[src/rtl/ccond_pkg.sv]
package ccond_pkg;
    localparam int SAMPLE_W = 10;
    localparam int COEF_W   = 10;
    localparam int FRAC_W   = 8;
    localparam int PILE_W   = 8;
    localparam int MANT_W   = 5;
    localparam int EXP_W    = 3;
    localparam int ADDR_W   = 2;
    localparam int VAL_W    = SAMPLE_W + COEF_W - FRAC_W;

    typedef enum logic [ADDR_W-1:0] {
        REG_BASE  = 2'd0,
        REG_GAIN  = 2'd1,
        REG_PILE  = 2'd2,
        REG_LEVEL = 2'd3
    } cfg_reg_e;
endpackage

[src/rtl/ccond_cfg_regs.sv]
module ccond_cfg_regs
    import ccond_pkg::*;
#(
    parameter int SW = SAMPLE_W,
    parameter int CW = COEF_W,
    parameter int PW = PILE_W,
    parameter int VW = VAL_W,
    parameter int FW = FRAC_W
) (
    input  logic              clk,
    input  logic              rst_n,
    input  logic              we,
    input  logic [ADDR_W-1:0] addr,
    input  logic [VW-1:0]     wdata,
    output logic [SW-1:0]     base_q,
    output logic [CW-1:0]     gain_q,
    output logic [PW-1:0]     pile_q,
    output logic [VW-1:0]     level_q
);
    localparam logic [CW-1:0] GAIN_UNITY = CW'(1 << FW);

    always_ff @(posedge clk) begin
        if (!rst_n) begin
            base_q  <= '0;
            gain_q  <= GAIN_UNITY;
            pile_q  <= '0;
            level_q <= '1;
        end else if (we) begin
            unique case (cfg_reg_e'(addr))
                REG_BASE:  base_q  <= wdata[SW-1:0];
                REG_GAIN:  gain_q  <= wdata[CW-1:0];
                REG_PILE:  pile_q  <= wdata[PW-1:0];
                REG_LEVEL: level_q <= wdata;
                default:   ;
            endcase
        end
    end
endmodule

[src/rtl/ccond_base_gain.sv]
module ccond_base_gain
    import ccond_pkg::*;
#(
    parameter int SW = SAMPLE_W,
    parameter int CW = COEF_W,
    parameter int FW = FRAC_W,
    parameter int VW = VAL_W
) (
    input  logic          clk,
    input  logic          rst_n,
    input  logic          in_valid,
    input  logic [SW-1:0] in_sample,
    input  logic [SW-1:0] base_q,
    input  logic [CW-1:0] gain_q,
    output logic          s2_valid,
    output logic [VW-1:0] s2_value
);
    localparam int PROD_W = SW + CW;

    logic          s1_valid;
    logic [SW-1:0] s1_level;
    logic [SW-1:0] base_rm;
    logic [PROD_W-1:0] prod;

    // stage 1: baseline removal clamped at zero
    always_comb begin
        base_rm = (in_sample > base_q) ? (in_sample - base_q) : '0;
    end

    always_ff @(posedge clk) begin
        if (!rst_n) begin
            s1_valid <= 1'b0;
            s1_level <= '0;
        end else begin
            s1_valid <= in_valid;
            if (in_valid) s1_level <= base_rm;
        end
    end

    // stage 2: fixed-point gain, truncated
    always_comb begin
        prod = PROD_W'(s1_level) * PROD_W'(gain_q);
    end

    always_ff @(posedge clk) begin
        if (!rst_n) begin
            s2_valid <= 1'b0;
            s2_value <= '0;
        end else begin
            s2_valid <= s1_valid;
            if (s1_valid) s2_value <= VW'(prod >> FW);
        end
    end
endmodule

[src/rtl/ccond_pileup_code.sv]
module ccond_pileup_code
    import ccond_pkg::*;
#(
    parameter int VW = VAL_W,
    parameter int PW = PILE_W,
    parameter int MW = MANT_W,
    parameter int EW = EXP_W
) (
    input  logic           clk,
    input  logic           rst_n,
    input  logic           s2_valid,
    input  logic [VW-1:0]  s2_value,
    input  logic [PW-1:0]  pile_q,
    input  logic [VW-1:0]  level_q,
    output logic           out_valid,
    output logic [EW+MW-1:0] out_code,
    output logic           out_trig
);
    localparam int SUBP_W = VW + PW;

    logic [VW-1:0]     history;
    logic [SUBP_W-1:0] sub_prod;
    logic [VW-1:0]     tail;
    logic [VW-1:0]     corr;
    logic [EW-1:0]     exp_c;
    logic [MW-1:0]     mant_c;

    always_comb begin
        sub_prod = SUBP_W'(history) * SUBP_W'(pile_q);
        tail     = VW'(sub_prod >> PW);
        corr     = (s2_value > tail) ? (s2_value - tail) : '0;
    end

    // float coding: leading one above the mantissa field sets the exponent
    always_comb begin
        exp_c  = '0;
        mant_c = corr[MW-1:0];
        for (int i = MW; i < VW; i++) begin
            if (corr[i]) begin
                exp_c  = EW'(i - MW + 1);
                mant_c = MW'(corr >> (i - MW));
            end
        end
    end

    always_ff @(posedge clk) begin
        if (!rst_n) begin
            out_valid <= 1'b0;
            out_code  <= '0;
            out_trig  <= 1'b0;
            history   <= '0;
        end else begin
            out_valid <= s2_valid;
            if (s2_valid) begin
                history  <= corr;
                out_code <= {exp_c, mant_c};
                out_trig <= (corr > level_q);
            end
        end
    end
endmodule

[src/rtl/calo_conditioner.sv]
module calo_conditioner
    import ccond_pkg::*;
(
    input  logic                    clk,
    input  logic                    rst_n,
    input  logic                    in_valid,
    input  logic [SAMPLE_W-1:0]     in_sample,
    input  logic                    cfg_we,
    input  logic [ADDR_W-1:0]       cfg_addr,
    input  logic [VAL_W-1:0]        cfg_wdata,
    output logic                    out_valid,
    output logic [EXP_W+MANT_W-1:0] out_code,
    output logic                    out_trig
);
    logic [SAMPLE_W-1:0] base_q;
    logic [COEF_W-1:0]   gain_q;
    logic [PILE_W-1:0]   pile_q;
    logic [VAL_W-1:0]    level_q;
    logic                s2_valid;
    logic [VAL_W-1:0]    s2_value;

    ccond_cfg_regs cfg_i (
        .clk     (clk),
        .rst_n   (rst_n),
        .we      (cfg_we),
        .addr    (cfg_addr),
        .wdata   (cfg_wdata),
        .base_q  (base_q),
        .gain_q  (gain_q),
        .pile_q  (pile_q),
        .level_q (level_q)
    );

    ccond_base_gain front_i (
        .clk       (clk),
        .rst_n     (rst_n),
        .in_valid  (in_valid),
        .in_sample (in_sample),
        .base_q    (base_q),
        .gain_q    (gain_q),
        .s2_valid  (s2_valid),
        .s2_value  (s2_value)
    );

    ccond_pileup_code back_i (
        .clk       (clk),
        .rst_n     (rst_n),
        .s2_valid  (s2_valid),
        .s2_value  (s2_value),
        .pile_q    (pile_q),
        .level_q   (level_q),
        .out_valid (out_valid),
        .out_code  (out_code),
        .out_trig  (out_trig)
    );
endmodule

[config.mk]
export PLATFORM = sky130hd
export DESIGN_NAME = calo_conditioner
export DESIGN_NICKNAME = d
export VERILOG_FILES = /design/src/rtl/ccond_pkg.sv /design/src/rtl/ccond_cfg_regs.sv /design/src/rtl/ccond_base_gain.sv /design/src/rtl/ccond_pileup_code.sv /design/src/rtl/calo_conditioner.sv
export SDC_FILE = /design/constraint.sdc
export NUM_CORES = 1
export LEC_CHECK = 0
export BUFFER_PORTS_ARGS = -buffer_cell sky130_fd_sc_hd__buf_2
export CAP_MARGIN = 20
export CORE_ASPECT_RATIO = 1.1
export CORE_MARGIN = 2
export CORE_UTILIZATION = 35
export CTS_BUF_LIST = sky130_fd_sc_hd__clkbuf_8
export DETAILED_ROUTE_END_ITERATION = 10
export SLEW_MARGIN = 25
export SYNTH_ARGS = -nofsm -noshare
export SYNTH_HDL_FRONTEND = slang
export SYNTH_SLANG_ARGS = --single-unit
export TNS_END_PERCENT = 1
[constraint.sdc]
create_clock -name clk -period 13.5 [get_ports clk]
set_input_delay 1.35 -clock clk [delete_from_list [all_inputs] [get_ports clk]]
set_output_delay 1.35 -clock clk [all_outputs]
set_load 0.01 [all_outputs]
Yosys cells after proc, flatten, opt, wreduce, memory -nomap -nowiden
Index checks and enable logic that the tools add are counted.
- add/sub/neg operators: 2
- $mul: 2
- magnitude comparators: 3
- eq/ne operators: 3
- multiplexer cells: 15
- reduce and logical (&&, ||, !) cells: 5
- operator list (operator ; count):
    $mux W5 ; 6
    $gt A12 B12 Y1 ; 2
    $mul A10 B10 Y20 ; 1
    $mul A12 B8 Y20 ; 1
    $mux W12 ; 1
    $mux W3 ; 4
    $sub A12 B12 Y12 ; 1
    $gt A10 B10 Y1 ; 1
    $mux W10 ; 1
    $sub A10 B10 Y10 ; 1
    $reduce_and A2 Y1 ; 4
    $eq A2 B2 Y1 const B ; 2
    $mux W2 ; 2
    $eq A2 B1 Y1 const B ; 1
    $logic_not A2 Y1 ; 1
    $mux W1 ; 1
- flip-flop bits (word level): 86
- bits of input ports: 28
- output and inout port bits: 10
- word-level logic and storage cells: 42

Logic depth before layout (Yosys ltp)
- depth in word-level cells: 10
- mapped depth: 35

Cells and area by module
A second synthesis with hierarchy kept.
- cells, all modules: 1265
- area total of the unflattened synthesis: 10988.0 µm²
- by module, submodules not included (module ; instances ; cells each ; area an instance (µm²) ; seq. area each (µm²)):
    ccond_pileup_code ; 1 ; 612 ; 5043.6 ; 440.4
    ccond_base_gain ; 1 ; 494 ; 4410.5 ; 480.5
    ccond_cfg_regs ; 1 ; 159 ; 1534.0 ; 800.8

Worst setup path before layout
OpenSTA, ideal clock, no wires.
- path kind: reg-to-reg
- start: reg cfg_i.pile_q[2]
- end: reg back_i.out_trig
- library setup time: 134 ps
- arrival time: 7129 ps
- slack: 6237 ps
- stages on the path, launching flop included: 31
- buffers on the path: 1
- cell sequence: dfxtp_1 > clkbuf_1 > nand2_1 > fa_1 > inv_1 > fa_1 > fa_1 > inv_1 > fa_1 > inv_1 > ha_1 > o21a_1 > o211ai_1 > nor2_1 > a211o_1 > a31o_2 > o21a_1 > or2_2 > ha_1 > nand4_1 > or2_0 > a211o_1 > a21o_1 > nor3_1 > ha_1 > a21o_1 > a21o_1 > a21oi_1 > o211ai_1 > o311ai_0 > a21oi_1
- word-level cells in the longest chain between the ends: 4
- ends and longest elaborated chain (what ; RTL line ; RTL):
    from (decl) ; ccond_cfg_regs.sv:17 ; output logic [PW-1:0] pile_q,
    from (signal assigned) ; ccond_cfg_regs.sv:32 ; REG_PILE: pile_q <= wdata[PW-1:0];
    $mul A12 B8 Y20 (*) ; ccond_pileup_code.sv:29 ; sub_prod = SUBP_W'(history) * SUBP_W'(pile_q);
    $sub A12 B12 Y12 / $gt A12 B12 Y1 (equally long branches) ; ccond_pileup_code.sv:31 ; corr = (s2_value > tail) ? (s2_value - tail) : '0;
    $mux W12 (*) ; ccond_pileup_code.sv:31 ;
    named net back_i.corr[9] ; ccond_pileup_code.sv:24 ; logic [VW-1:0] corr;
    $gt A12 B12 Y1 (*) ; ccond_pileup_code.sv:57 ; out_trig <= (corr > level_q);
    to (signal assigned) ; ccond_pileup_code.sv:57 ;
    to (decl) ; ccond_pileup_code.sv:17 ; output logic out_trig
The timed path passes the listed nets; every way through them passes the cells marked *.
A chain may end at the register's enable or synchronous reset.

Worst setup path in the final report
Ends and elaborated chain as after synthesis.

==> flow_metrics.py <==
metrics = {
    "status": {
        "status": "completed",
    },
    "cells_and_area": {
        "syn_to_final_growth_pct": 6.78,
        "seq_area_sq_um": 1720,
        "drive_above_1_share_pct": 5.82,
        "fin_nets": 1523,
        "fill_cells": 3089,
        "multiInputGateArea_sq_um": 8050,
        "instances_no_fill": 1628,
        "diodes": 0,
        "final_cell_area_sq_um": 11400,
        "post-route-util_pct": 38.2,
    },
    "clocking": {
        "cts_setup_buffers": 0,
        "holdBufCountCts": 0,
        "cts_htree_levels": 3,
        "post_cts_resized": 0,
        "clk_path_buf_depth": 2,
        "cts_tree": "yes",
        "clock_latency_ns": 0.40,
        "cts-buffers-inserted": 9,
        "clock_sinks": 86,
        "cts-root-buf": "clkbuf_8",
        "path_clk_slew_ns": 0.09,
    },
    "yosys": {
        "yosys.area_share.simple_pct": 19.6,
        "synth_edf_count": 0,
        "synth_area_leader_cell": "fa_1",
        "syn_nets": 1524,
        "netlist_area_sq_um": 10600,
        "syn_inst": 1250,
        "yosys.cell_count.top_type": "inv_1",
        "yosysWarnings": 0,
        "synthTopCellsByCount": "inv_1, ha_1, and2_1, fa_1, nand2_1",
        "synth-main-ff-cell": "dfxtp_1",
        "ys_ff_latch": 86,
        "synthAdderAreaFrac_pct": 37.5,
        "synth_top_cell_area_share_pct": 22.9,
        "ys_types": 67,
        "synth_top_family_by_area": "adder cells",
        "async_reset_ff_share_pct": 0,
        "synth-compound-area-share_pct": 12.1,
        "post_synth.cell_area_avg_sq_um": 8.51,
        "synthTopCellsByArea": "fa_1, dfxtp_1, ha_1",
        "synth_seq_area_share_pct": 16.2,
        "synth-xor-area-share_pct": 2.47,
        "synthMuxAreaShare_pct": 3.79,
    },
    "setup_path": {
        "start_kind": "flip-flop",
        "endpoint_kind": "flip-flop",
        "critPathMaxFanout": 13,
        "worstPathRequired_ns": 13.81,
        "crit_slowest_cell": "dfxtp_1",
        "crit_path_max_incr_delay_ns": 0.56,
        "worstRegToRegCells": 29,
        "path_class": "flip-flop to flip-flop",
        "arrival_ns": 8.29,
    },
    "power": {
        "ir_drop_uv": 90.7,
        "p_leak_nw": 5.81,
        "power.total_w": 0.000710,
        "powerDensity_nw_per_um2": 62.5,
    },
    "sta": {
        "tns_ns": 0,
        "relSlewSlack_pct": 46.4,
        "fmax_mhz": 125,
        "finalSetupViolCount": 0,
        "maxSlewViolCount": 0,
        "worst_slew_pin_slew_ns": 0.802,
        "finalCritPeriodShare_pct": 59.2,
        "fin_crit_ns": 7.99,
        "rsz0062_at_grt": "false",
        "hold_viol": 0,
        "fin_worst_skew_ns": 0.0258,
    },
    "routing": {
        "drt_wl_total_um": 26000,
        "wire_per_inst_um": 16.0,
        "drt_pass1_iterations": 4,
        "vias": 8339,
        "post_drt_via_cell_ratio": 5.12,
        "drc_errors": 0,
        "ant_nets": 0,
        "drtIter0Drc": 419,
    },
    "die": {
        "coreArea_sq_um": 29700,
        "die_y_um": 187,
        "die_w_um": 170,
        "io_pins": 38,
        "start_util_pct": 35.8,
        "fp-row-count": 66,
        "die_area_sq_um": 31800,
    },
    "global_routing": {
        "grt_pass1_wl_um": 44400,
        "grt_max_degree": 48,
        "grtUsageTotal_pct": 17.5,
        "antenna_found_initial": 0,
        "overflow": 0,
        "grt_pass1_vias": 8651,
    },
    "placed_design": {
        "dp_cells": 1612,
        "placed_area_sq_um": 11100,
        "place_congestion": 0.924,
        "dp_hpwl_um": 21100,
        "io_buffers": 37,
    },
    "hold_path": {
        "whs_path_depth": 2,
        "worstHoldPathType": "flip-flop to flip-flop",
    },
    "job": {
        "drv_cap": 0,
    },
}
## flip-flops by register name (all words and copies together) (netlist names)
register and flops:
front_i.s1_level 10, back_i.out_valid 1, back_i.out_trig 1, back_i.history 12
cfg_i.level_q 12, cfg_i.gain_q 10, front_i.s2_value 12, cfg_i.base_q 10
front_i.s1_valid 1, back_i.out_code 8, front_i.s2_valid 1, cfg_i.pile_q 8
## layout make-up
class | instances | share of cell area (%)
Multi-Input combinational cell | 931 | 70.8
Sequential cell | 86 | 15.1
Inverter | 181 | 5.98
Tap cell | 374 | 4.12
Timing Repair Buffer | 40 | 1.83
Clock buffer | 9 | 1.09
Clock inverter | 7 | 1.01
## layer usage
| metal | global-route usage, % | routed length, um |
|---|---|---|
| met1 | 23.7 | 12200 |
| met2 | 29.8 | 12600 |
| met3 | 1.25 | 665 |
| met4 | 5.13 | 605 |
| met5 | 0 | 0 |
## where the power goes
part | internal, W | switching (W)
registers | 0.000264 | 0.0000201
logic | 0.0000766 | 0.000124
clock network | 0.000122 | 0.000103
total | 0.000463 | 0.000246
## cells by family (layout without fill, tap and decap cells)
group | Yosys count | count (layout)
adder cells (fa/ha/maj) | 246 | 246
AND/OR/NAND/NOR | 418 | 418
XOR/XNOR | 30 | 30
flip-flops | 86 | 86
multiplexers | 40 | 40
buffers and inverters | 233 | 237
AO/OA/AOI/OAI | 197 | 197
## critical path: cells and delay by family, from the launching register on
family | cells | cell delay, ns
adder cells (fa/ha/maj) | 7 | 3.06
AND/OR/NAND/NOR | 8 | 1.76
AO/OA/AOI/OAI | 9 | 1.62
flip-flops | 1 | 0.56
multiplexers | 1 | 0.50
buffers and inverters | 4 | 0.38
## path summary, 6_finish.rpt
| kind | startpoint | end | slack [ns] |
|---|---|---|---|
| worst max-delay path | cfg_i.pile_q[2]$_SDFFE_PN0P_ | back_i.out_trig$_SDFFE_PN0P_ | 5.51 |
| worst min-delay path | front_i.s2_value[5]$_SDFFE_PN0P_ | front_i.s2_value[5]$_SDFFE_PN0P_ | 0.48 |
| worst max register to register | cfg_i.pile_q[2]$_SDFFE_PN0P_ | back_i.out_trig$_SDFFE_PN0P_ | 5.51 |
| worst min register to register | front_i.s2_value[5]$_SDFFE_PN0P_ | front_i.s2_value[5]$_SDFFE_PN0P_ | 0.48 |
## stage by stage
step / hold WS [ns] / worst slack (ns)
after detailed placement: 0.468 / 5.54
after global routing: 0.510 / 4.93
final: 0.479 / 5.51
after CTS: 0.491 / 5.54
after floorplan: 0.429 / 6.24
after global placement: 0.456 / 5.69
## layout by cell type, fill, tap and decap left out, types with 3 or more instances in the layout
cell and count:
nand3b_1 3, bufinv_16 3, fa_1 122, and2_1 122, o21ai_0 30, buf_4 3
nor3_1 11, inv_1 182, o2111ai_1 3, a41oi_1 4, o31ai_1 4, nand2_1 116
buf_2 37, nor2_1 92, nor2b_1 11, a31o_2 5, a21oi_1 62, o21ai_1 4
nand4_1 10, clkbuf_8 9, o21a_1 3, a21o_1 25, nand3_1 13, mux2i_1 38
or2_2 4, xor2_1 11, and3_1 9, a31oi_1 7, o211ai_1 17, xnor2_1 19
dfxtp_1 86, ha_1 124, or3_1 7, a211oi_1 9, nand2b_1 8, a211o_1 3
No activity file was read; power rests on OpenSTA's default activity.
